`src/rtl/smb_regfile_pkg.sv`:
```
package smb_regfile_pkg;

   typedef enum logic [3:0] {
      ST_IDLE,
      ST_ADDR,
      ST_INDEX,
      ST_COUNT,
      ST_WDATA,
      ST_ACK,
      ST_TX,
      ST_HOSTACK,
      ST_IGNORE
   } smb_state_e;

   function automatic logic [7:0] idx_next(input logic [7:0] idx, input logic [7:0] last);
      return (idx == last) ? 8'd0 : idx + 8'd1;
   endfunction

endpackage

```
`src/rtl/smb_line_sync.sv`:
```
module smb_line_sync #(
   parameter int STAGES = 2
) (
   input  logic clk,
   input  logic rst_n,
   input  logic din,
   output logic lvl,
   output logic rise,
   output logic fall
);
   localparam int CHAIN = STAGES + 1;

   if (STAGES < 2) begin : g_bad_stages
      $error("smb_line_sync: STAGES must be at least 2");
   end

   logic [CHAIN-1:0] ff_q;

   always_ff @(posedge clk or negedge rst_n) begin
      if (!rst_n) ff_q <= '1;
      else        ff_q <= {ff_q[CHAIN-2:0], din};
   end

   assign lvl  = ff_q[STAGES-1];
   assign rise = ff_q[STAGES-1] & ~ff_q[STAGES];
   assign fall = ~ff_q[STAGES-1] & ff_q[STAGES];
endmodule

```
`src/rtl/smb_regbank.sv`:
```
module smb_regbank #(
   parameter int             NUM_REGS = 12,
   parameter int             CNT_IDX  = 8,
   parameter logic [7:0]     CNT_INIT = 8'd8
) (
   input  logic       clk,
   input  logic       rst_n,
   input  logic       ser_we,
   input  logic [7:0] ser_waddr,
   input  logic [7:0] ser_wdata,
   input  logic [7:0] ser_raddr,
   output logic [7:0] ser_rdata,
   output logic [7:0] cnt_val,
   input  logic       loc_we,
   input  logic [7:0] loc_addr,
   input  logic [7:0] loc_wdata,
   output logic [7:0] loc_rdata
);
   localparam int FLAT_W = NUM_REGS * 8;

   if (NUM_REGS < 1 || NUM_REGS > 256) begin : g_bad_num
      $error("smb_regbank: NUM_REGS must lie in 1..256");
   end
   if (CNT_IDX < 0 || CNT_IDX >= NUM_REGS) begin : g_bad_cnt
      $error("smb_regbank: CNT_IDX must name an implemented register");
   end

   logic [FLAT_W-1:0] flat;

   for (genvar g = 0; g < NUM_REGS; g++) begin : g_reg
      localparam logic [7:0] RST_VAL = (g == CNT_IDX) ? CNT_INIT : 8'd0;
      logic [7:0] q;
      always_ff @(posedge clk or negedge rst_n) begin
         if (!rst_n)                              q <= RST_VAL;
         else if (ser_we && ser_waddr == 8'(g))   q <= ser_wdata;
         else if (loc_we && loc_addr == 8'(g))    q <= loc_wdata;
      end
      assign flat[g*8 +: 8] = q;
   end

   always_comb begin
      ser_rdata = 8'd0;
      loc_rdata = 8'd0;
      for (int i = 0; i < NUM_REGS; i++) begin
         if (ser_raddr == 8'(i)) ser_rdata = flat[i*8 +: 8];
         if (loc_addr  == 8'(i)) loc_rdata = flat[i*8 +: 8];
      end
   end

   assign cnt_val = flat[CNT_IDX*8 +: 8];
endmodule

```
`src/rtl/smb_proto_fsm.sv`:
```
module smb_proto_fsm
   import smb_regfile_pkg::*;
#(
   parameter int NUM_REGS = 12
) (
   input  logic       clk,
   input  logic       rst_n,
   input  logic [6:0] dev_addr,
   input  logic       scl_rise,
   input  logic       scl_fall,
   input  logic       sda_lvl,
   input  logic       start_evt,
   input  logic       stop_evt,
   input  logic [7:0] rd_data,
   input  logic [7:0] cnt_val,
   output logic       ser_we,
   output logic [7:0] ser_waddr,
   output logic [7:0] ser_wdata,
   output logic [7:0] ser_raddr,
   output logic       sda_oe
);
   localparam logic [7:0] LAST_IDX = 8'(NUM_REGS - 1);

   smb_state_e state_q, after_q;
   logic [3:0] bitcnt_q;
   logic [6:0] sh_q;
   logic [7:0] tx_q, idx_q, rem_q, waddr_q, wdata_q;
   logic       we_q, oe_q, ackdrv_q, more_q;
   logic [7:0] byte_in;

   assign byte_in = {sh_q, sda_lvl};

   always_ff @(posedge clk or negedge rst_n) begin
      if (!rst_n) begin
         state_q  <= ST_IDLE;
         after_q  <= ST_IDLE;
         bitcnt_q <= '0;
         sh_q     <= '0;
         tx_q     <= '0;
         idx_q    <= '0;
         rem_q    <= '0;
         waddr_q  <= '0;
         wdata_q  <= '0;
         we_q     <= 1'b0;
         oe_q     <= 1'b0;
         ackdrv_q <= 1'b0;
         more_q   <= 1'b0;
      end else begin
         we_q <= 1'b0;
         if (start_evt) begin
            state_q  <= ST_ADDR;
            bitcnt_q <= '0;
            oe_q     <= 1'b0;
            ackdrv_q <= 1'b0;
            more_q   <= 1'b0;
         end else if (stop_evt) begin
            state_q  <= ST_IDLE;
            oe_q     <= 1'b0;
            ackdrv_q <= 1'b0;
            more_q   <= 1'b0;
         end else begin
            case (state_q)
               ST_ADDR, ST_INDEX, ST_COUNT, ST_WDATA: begin
                  if (scl_rise) begin
                     sh_q     <= byte_in[6:0];
                     bitcnt_q <= bitcnt_q + 4'd1;
                     if (bitcnt_q == 4'd7) begin
                        state_q <= ST_ACK;
                        if (state_q == ST_ADDR) begin
                           if (byte_in[7:1] == dev_addr) begin
                              after_q <= byte_in[0] ? ST_TX : ST_INDEX;
                              tx_q    <= cnt_val;
                           end else begin
                              state_q <= ST_IGNORE;
                           end
                        end else if (state_q == ST_INDEX) begin
                           idx_q   <= byte_in;
                           after_q <= ST_COUNT;
                        end else if (state_q == ST_COUNT) begin
                           rem_q   <= byte_in;
                           after_q <= ST_WDATA;
                        end else if (rem_q != 8'd0) begin
                           we_q    <= 1'b1;
                           waddr_q <= idx_q;
                           wdata_q <= byte_in;
                           idx_q   <= idx_next(idx_q, LAST_IDX);
                           rem_q   <= rem_q - 8'd1;
                           after_q <= ST_WDATA;
                        end else begin
                           state_q <= ST_IGNORE;
                        end
                     end
                  end
               end
               ST_ACK: begin
                  if (scl_fall) begin
                     if (!ackdrv_q) begin
                        oe_q     <= 1'b1;
                        ackdrv_q <= 1'b1;
                     end else begin
                        ackdrv_q <= 1'b0;
                        bitcnt_q <= '0;
                        state_q  <= after_q;
                        oe_q     <= (after_q == ST_TX) ? ~tx_q[7] : 1'b0;
                     end
                  end
               end
               ST_TX: begin
                  if (scl_rise) bitcnt_q <= bitcnt_q + 4'd1;
                  if (scl_fall) begin
                     if (bitcnt_q == 4'd8) begin
                        oe_q    <= 1'b0;
                        state_q <= ST_HOSTACK;
                     end else begin
                        oe_q <= ~tx_q[3'd7 - bitcnt_q[2:0]];
                     end
                  end
               end
               ST_HOSTACK: begin
                  if (scl_rise) begin
                     if (!sda_lvl) begin
                        tx_q   <= rd_data;
                        idx_q  <= idx_next(idx_q, LAST_IDX);
                        more_q <= 1'b1;
                     end else begin
                        state_q <= ST_IGNORE;
                     end
                  end
                  if (scl_fall && more_q) begin
                     more_q   <= 1'b0;
                     oe_q     <= ~tx_q[7];
                     bitcnt_q <= '0;
                     state_q  <= ST_TX;
                  end
               end
               default: ;
            endcase
         end
      end
   end

   assign ser_we    = we_q;
   assign ser_waddr = waddr_q;
   assign ser_wdata = wdata_q;
   assign ser_raddr = idx_q;
   assign sda_oe    = oe_q;
endmodule

```
`src/rtl/smb_regfile_target.sv`:
```
module smb_regfile_target #(
   parameter logic [6:0] BASE_ADDR   = 7'h68,
   parameter bit         STRAP_EN    = 1'b1,
   parameter int         NUM_REGS    = 12,
   parameter int         CNT_IDX     = 8,
   parameter logic [7:0] CNT_INIT    = 8'd8,
   parameter int         SYNC_STAGES = 2
) (
   input  logic       clk,
   input  logic       rst_n,
   input  logic       addr_strap,
   input  logic       scl_i,
   input  logic       sda_i,
   output logic       sda_oe,
   input  logic       loc_we,
   input  logic [7:0] loc_addr,
   input  logic [7:0] loc_wdata,
   output logic [7:0] loc_rdata
);
   logic       scl_lvl, scl_rise, scl_fall;
   logic       sda_lvl, sda_rise, sda_fall;
   logic       start_evt, stop_evt;
   logic [6:0] dev_addr;
   logic       ser_we;
   logic [7:0] ser_waddr, ser_wdata, ser_raddr, ser_rdata, cnt_val;

   smb_line_sync #(.STAGES(SYNC_STAGES)) u_scl_sync (
      .clk(clk), .rst_n(rst_n), .din(scl_i),
      .lvl(scl_lvl), .rise(scl_rise), .fall(scl_fall)
   );

   smb_line_sync #(.STAGES(SYNC_STAGES)) u_sda_sync (
      .clk(clk), .rst_n(rst_n), .din(sda_i),
      .lvl(sda_lvl), .rise(sda_rise), .fall(sda_fall)
   );

   assign start_evt = sda_fall & scl_lvl;
   assign stop_evt  = sda_rise & scl_lvl;

   if (STRAP_EN) begin : g_strap
      logic strap_q;
      always_ff @(posedge clk) begin
         if (!rst_n) strap_q <= addr_strap;
      end
      assign dev_addr = {BASE_ADDR[6:1], strap_q};
   end else begin : g_fixed
      logic strap_unused;
      assign strap_unused = addr_strap;
      assign dev_addr     = BASE_ADDR;
   end

   smb_proto_fsm #(.NUM_REGS(NUM_REGS)) u_fsm (
      .clk(clk), .rst_n(rst_n), .dev_addr(dev_addr),
      .scl_rise(scl_rise), .scl_fall(scl_fall), .sda_lvl(sda_lvl),
      .start_evt(start_evt), .stop_evt(stop_evt),
      .rd_data(ser_rdata), .cnt_val(cnt_val),
      .ser_we(ser_we), .ser_waddr(ser_waddr), .ser_wdata(ser_wdata),
      .ser_raddr(ser_raddr), .sda_oe(sda_oe)
   );

   smb_regbank #(.NUM_REGS(NUM_REGS), .CNT_IDX(CNT_IDX), .CNT_INIT(CNT_INIT)) u_bank (
      .clk(clk), .rst_n(rst_n),
      .ser_we(ser_we), .ser_waddr(ser_waddr), .ser_wdata(ser_wdata),
      .ser_raddr(ser_raddr), .ser_rdata(ser_rdata), .cnt_val(cnt_val),
      .loc_we(loc_we), .loc_addr(loc_addr), .loc_wdata(loc_wdata),
      .loc_rdata(loc_rdata)
   );
endmodule

```
`config.mk`:
```
export PLATFORM = sky130hd
export DESIGN_NAME = smb_regfile_target
export DESIGN_NICKNAME = d
export VERILOG_FILES = /design/src/rtl/smb_regfile_pkg.sv /design/src/rtl/smb_line_sync.sv /design/src/rtl/smb_regbank.sv /design/src/rtl/smb_proto_fsm.sv /design/src/rtl/smb_regfile_target.sv
export SDC_FILE = /design/constraint.sdc
export NUM_CORES = 1
export LEC_CHECK = 0
export BUFFER_PORTS_ARGS = -buffer_cell sky130_fd_sc_hd__buf_4
export CELL_PAD_IN_SITES_DETAIL_PLACEMENT = 0
export CELL_PAD_IN_SITES_GLOBAL_PLACEMENT = 1
export CORE_MARGIN = 2
export CORE_UTILIZATION = 50
export CTS_BUF_LIST = sky130_fd_sc_hd__clkbuf_4 sky130_fd_sc_hd__clkbuf_8
export DETAILED_ROUTE_END_ITERATION = 8
export PLACE_DENSITY_LB_ADDON = 0.3
export SLEW_MARGIN = 0
export SYNTH_ARGS = -nofsm -noshare
export SYNTH_HDL_FRONTEND = slang
export SYNTH_HIERARCHICAL = 1
export SYNTH_SLANG_ARGS = --single-unit
```
`constraint.sdc`:
```
create_clock -name clk -period 3.65 [get_ports clk]
set_input_delay 0.5475 -clock clk [delete_from_list [all_inputs] [get_ports clk]]
set_output_delay 0.5475 -clock clk [all_outputs]
set_load 0.01 [all_outputs]
```
==> impl_metrics.tcl <==
set metrics [dict create \
    status "finished clean" \
    fin_skew_ns 0.0138 \
    ir_drop_mv 0.207 \
    path_cells "and2b_2 > and2_1 > or3b_1 > nor4_4 > buf_4 > a32oi_2 > a211oi_4 > mux2_2" \
    r2r_start "u_sda_sync/ff_q[1]$_DFF_PN1_" \
    drive_gt1_frac 0.174 \
    synth_top_family_by_area "multiplexers" \
    synth_fa_ha_area_frac 0.00598 \
    ios 31 \
    worstPathMaxFanout 10 \
    die_area_um2 22100 \
    syn_to_final_growth_pct 7.81 \
    drt_pass1_iterations 5 \
    via_count 8509 \
    p_clk_frac 0.312 \
    power_mw 4.15 \
    avgViaCountPerCell 6.21 \
    drc_errors 0 \
    cp.required_ns 4.01 \
    synth_cell_types 88 \
    clk_latency_ns 0.48 \
    grt_use_total 0.275 \
    fin_nets 1114 \
    synth-xor-area-share 0.00670 \
    clkTransAtPathRegs_ns 0.10 \
    row_count 52 \
    grt_pass1_wl_um 46700 \
    yosys.area_share.simple 0.168 \
    wire_per_inst_um 21.5 \
    ctsResizeCount 0 \
    finalCritPeriodShare 0.825 \
    grt_start_max_net_pins 77 \
    critPathSlowestCell "dfstp_2" \
    syn_area_um2 10500 \
    crit_family "simple AND/OR/NAND/NOR gates" \
    gp_congestion 0.897 \
    pre_cts_slack_ns 0.639 \
    ys_seq_elements 165 \
    hold_path_class "in -> reg" \
    dp.cells 1337 \
    power.leakage_nw 4.88 \
    drt-total-wl_um 29500 \
    path_class "reg -> reg" \
    finalSetupViolations 0 \
    grt_overflow 0 \
    cp_data_arrival_time_ns 3.37 \
    design_area_um2 11300 \
    start_util 0.513 \
    yosys_warnings 6 \
    layout.cells.non_filler 1370 \
    die-height_um 149 \
    p_switching_mw 1.41 \
    cts_tree "built" \
    intPower_mw 2.74 \
    mostFrequentLayoutCells "dfrtp_1, mux2i_1, nor2_1, nand2_1, a21oi_1" \
    p_sw_frac 0.340 \
    drtIter0Drc 906 \
    cts_buffer_depth 2 \
    startpoint "u_sda_sync/ff_q[1]$_DFF_PN1_" \
    antenna_found_initial 0 \
    yosysSeqAreaShare 0.396 \
    fin_crit_ns 3.01 \
    coreArea_um2 20400 \
    p_seq_frac 0.521 \
    cts_buffers 17 \
    hpwl_um 20300 \
    layout_commonest_cell "dfrtp_1" \
    syn_area_per_cell_um2 9.65 \
    hp-start "scl_i" \
    synth-compound-area-share 0.161 \
    fin_ws_ns 0.637 \
    detail-route-antenna-nets 0 \
    hold_viol 0 \
    die-width_um 149 \
    antennaDiodeCount 0 \
    grt_pass1_vias 7844 \
    async_flop_share 0.994 \
    synth_edf_count 1 \
    htree_levels 4 \
    cp_num_buf_inv 1 \
    cpPeakStageDelay_ns 0.64 \
    final_core_util 0.554 \
    clock_sinks 165 \
    synth_cells 1084 \
    tightest_slew_ns 0.897 \
    critPathCaptureType "register" \
    placement.io_buffers 30 \
    synthFlopType "dfrtp_1" \
    drv_slew 0 \
    hold_slack_ns 0.173 \
    fin_tns_setup_ns 0 \
    relSlewSlack 0.402 \
    rsz0062_at_grt "false" \
    p_per_area_nw_per_um2 368 \
    combinationalPowerShare 0.167 \
    timing.fmax_mhz 332 \
    drv_cap 0 \
    cts-root-buf "clkbuf_8" \
    synth.area.mux_share 0.222 \
    dpl_cell_area_um2 10900 \
    start_kind "register" \
]
[path summary, 6_finish.rpt]
kind	end	slack, ns	depth (start not counted)
max	u_fsm/tx_q[5]$_DFFE_PN0P_	0.64	8
max in group asynchronous	u_fsm/ser_raddr[0]$_DFFE_PN0P_	2.11	3
min reg2reg	u_scl_sync/ff_q[1]$_DFF_PN1_	0.37	0
max reg2reg	u_fsm/tx_q[5]$_DFFE_PN0P_	0.64	8
min in group asynchronous	u_bank/g_reg[1].q[1]$_DFFE_PN0P_	0.57	2
min	u_scl_sync/ff_q[0]$_DFF_PN1_	0.17	1
[final cells by class]
class                           count  area, um2
Multi-Input combinational cell    829       5920
Sequential cell                   165       4140
Fill cell                        1819       9090
Clock inverter                     15        135
Timing Repair Buffer               54        424
Clock buffer                       17        234
Tap cell                          270        338
Inverter                           20       75.1
[synth_stat cells, types with 6 or more instances]
| cell type | number | area share |
|---|---|---|
| nand3_1 | 12 | 0.0057 |
| nor2_1 | 111 | 0.040 |
| inv_1 | 20 | 0.0072 |
| o21ai_0 | 61 | 0.029 |
| mux2i_1 | 130 | 0.12 |
| o31ai_1 | 9 | 0.0065 |
| nand2b_1 | 7 | 0.0042 |
| nand2_1 | 104 | 0.037 |
| nor2b_1 | 13 | 0.0078 |
| dfstp_2 | 7 | 0.018 |
| a31oi_1 | 10 | 0.0060 |
| mux4_2 | 20 | 0.043 |
| nor3_1 | 19 | 0.0091 |
| buf_2 | 19 | 0.0091 |
| o22ai_1 | 9 | 0.0054 |
| nor4_1 | 9 | 0.0054 |
| dfrtp_1 | 157 | 0.38 |
| clkbuf_1 | 45 | 0.016 |
| a21oi_1 | 102 | 0.049 |
| mux2_2 | 49 | 0.053 |
| and3_1 | 8 | 0.0048 |
| a21o_1 | 6 | 0.0043 |
| nand4_1 | 7 | 0.0042 |
[layer usage]
metal / part of all wire / global-route usage / wire length, um
met1: 0.49 / 0.441 / 14400
met2: 0.43 / 0.381 / 12600
met3: 0.065 / 0.0454 / 1920
met4: 0.018 / 0.0776 / 532
met5: 0 / 0 / 0
[power by group through the flow]
stage | clock [mW] | combinational, mW | sequential [mW]
finish | 1.29 | 0.693 | 2.16
floorplan | 0 | 0.546 | 2.07
detailed placement | 0 | 0.686 | 2.19
global route | 1.39 | 0.767 | 2.18
global placement | 0 | 0.682 | 2.19
CTS | 1.33 | 0.689 | 2.16
[sequential cells by signal, indices dropped and copies added, names as in the netlist, 3 cells and up]
signal	cells
u_bank/g.q	88
u_bank/cnt_val	8
u_fsm/rem_q	8
u_fsm/ser_raddr	8
u_fsm/ser_waddr	8
u_fsm/ser_wdata	8
u_fsm/tx_q	8
u_fsm/sh_q	7
u_fsm/bitcnt_q	4
u_fsm/state_q	4
u_fsm/after_q	3
u_scl_sync/ff_q	3
u_sda_sync/ff_q	3
[repair_timing]
action	in CTS	in global routing
hold buffers	1	0
endpoints found under the setup margin	0	0
hold endpoints to repair	13	0
setup buffers	0	0
[cells by family (layout without fill, tap and decap cells)]
kind of cell,count (synthesis),after routing
buffers and inverters,94,106
AOI/OAI and AO/OA,266,266
and+or+nand+nor,344,344
adders and majority gates,5,5
xor gates and xnor gates,8,8
other,2,6
muxes,200,200
DFF,165,165
Power figures use the tool's default switching activity.
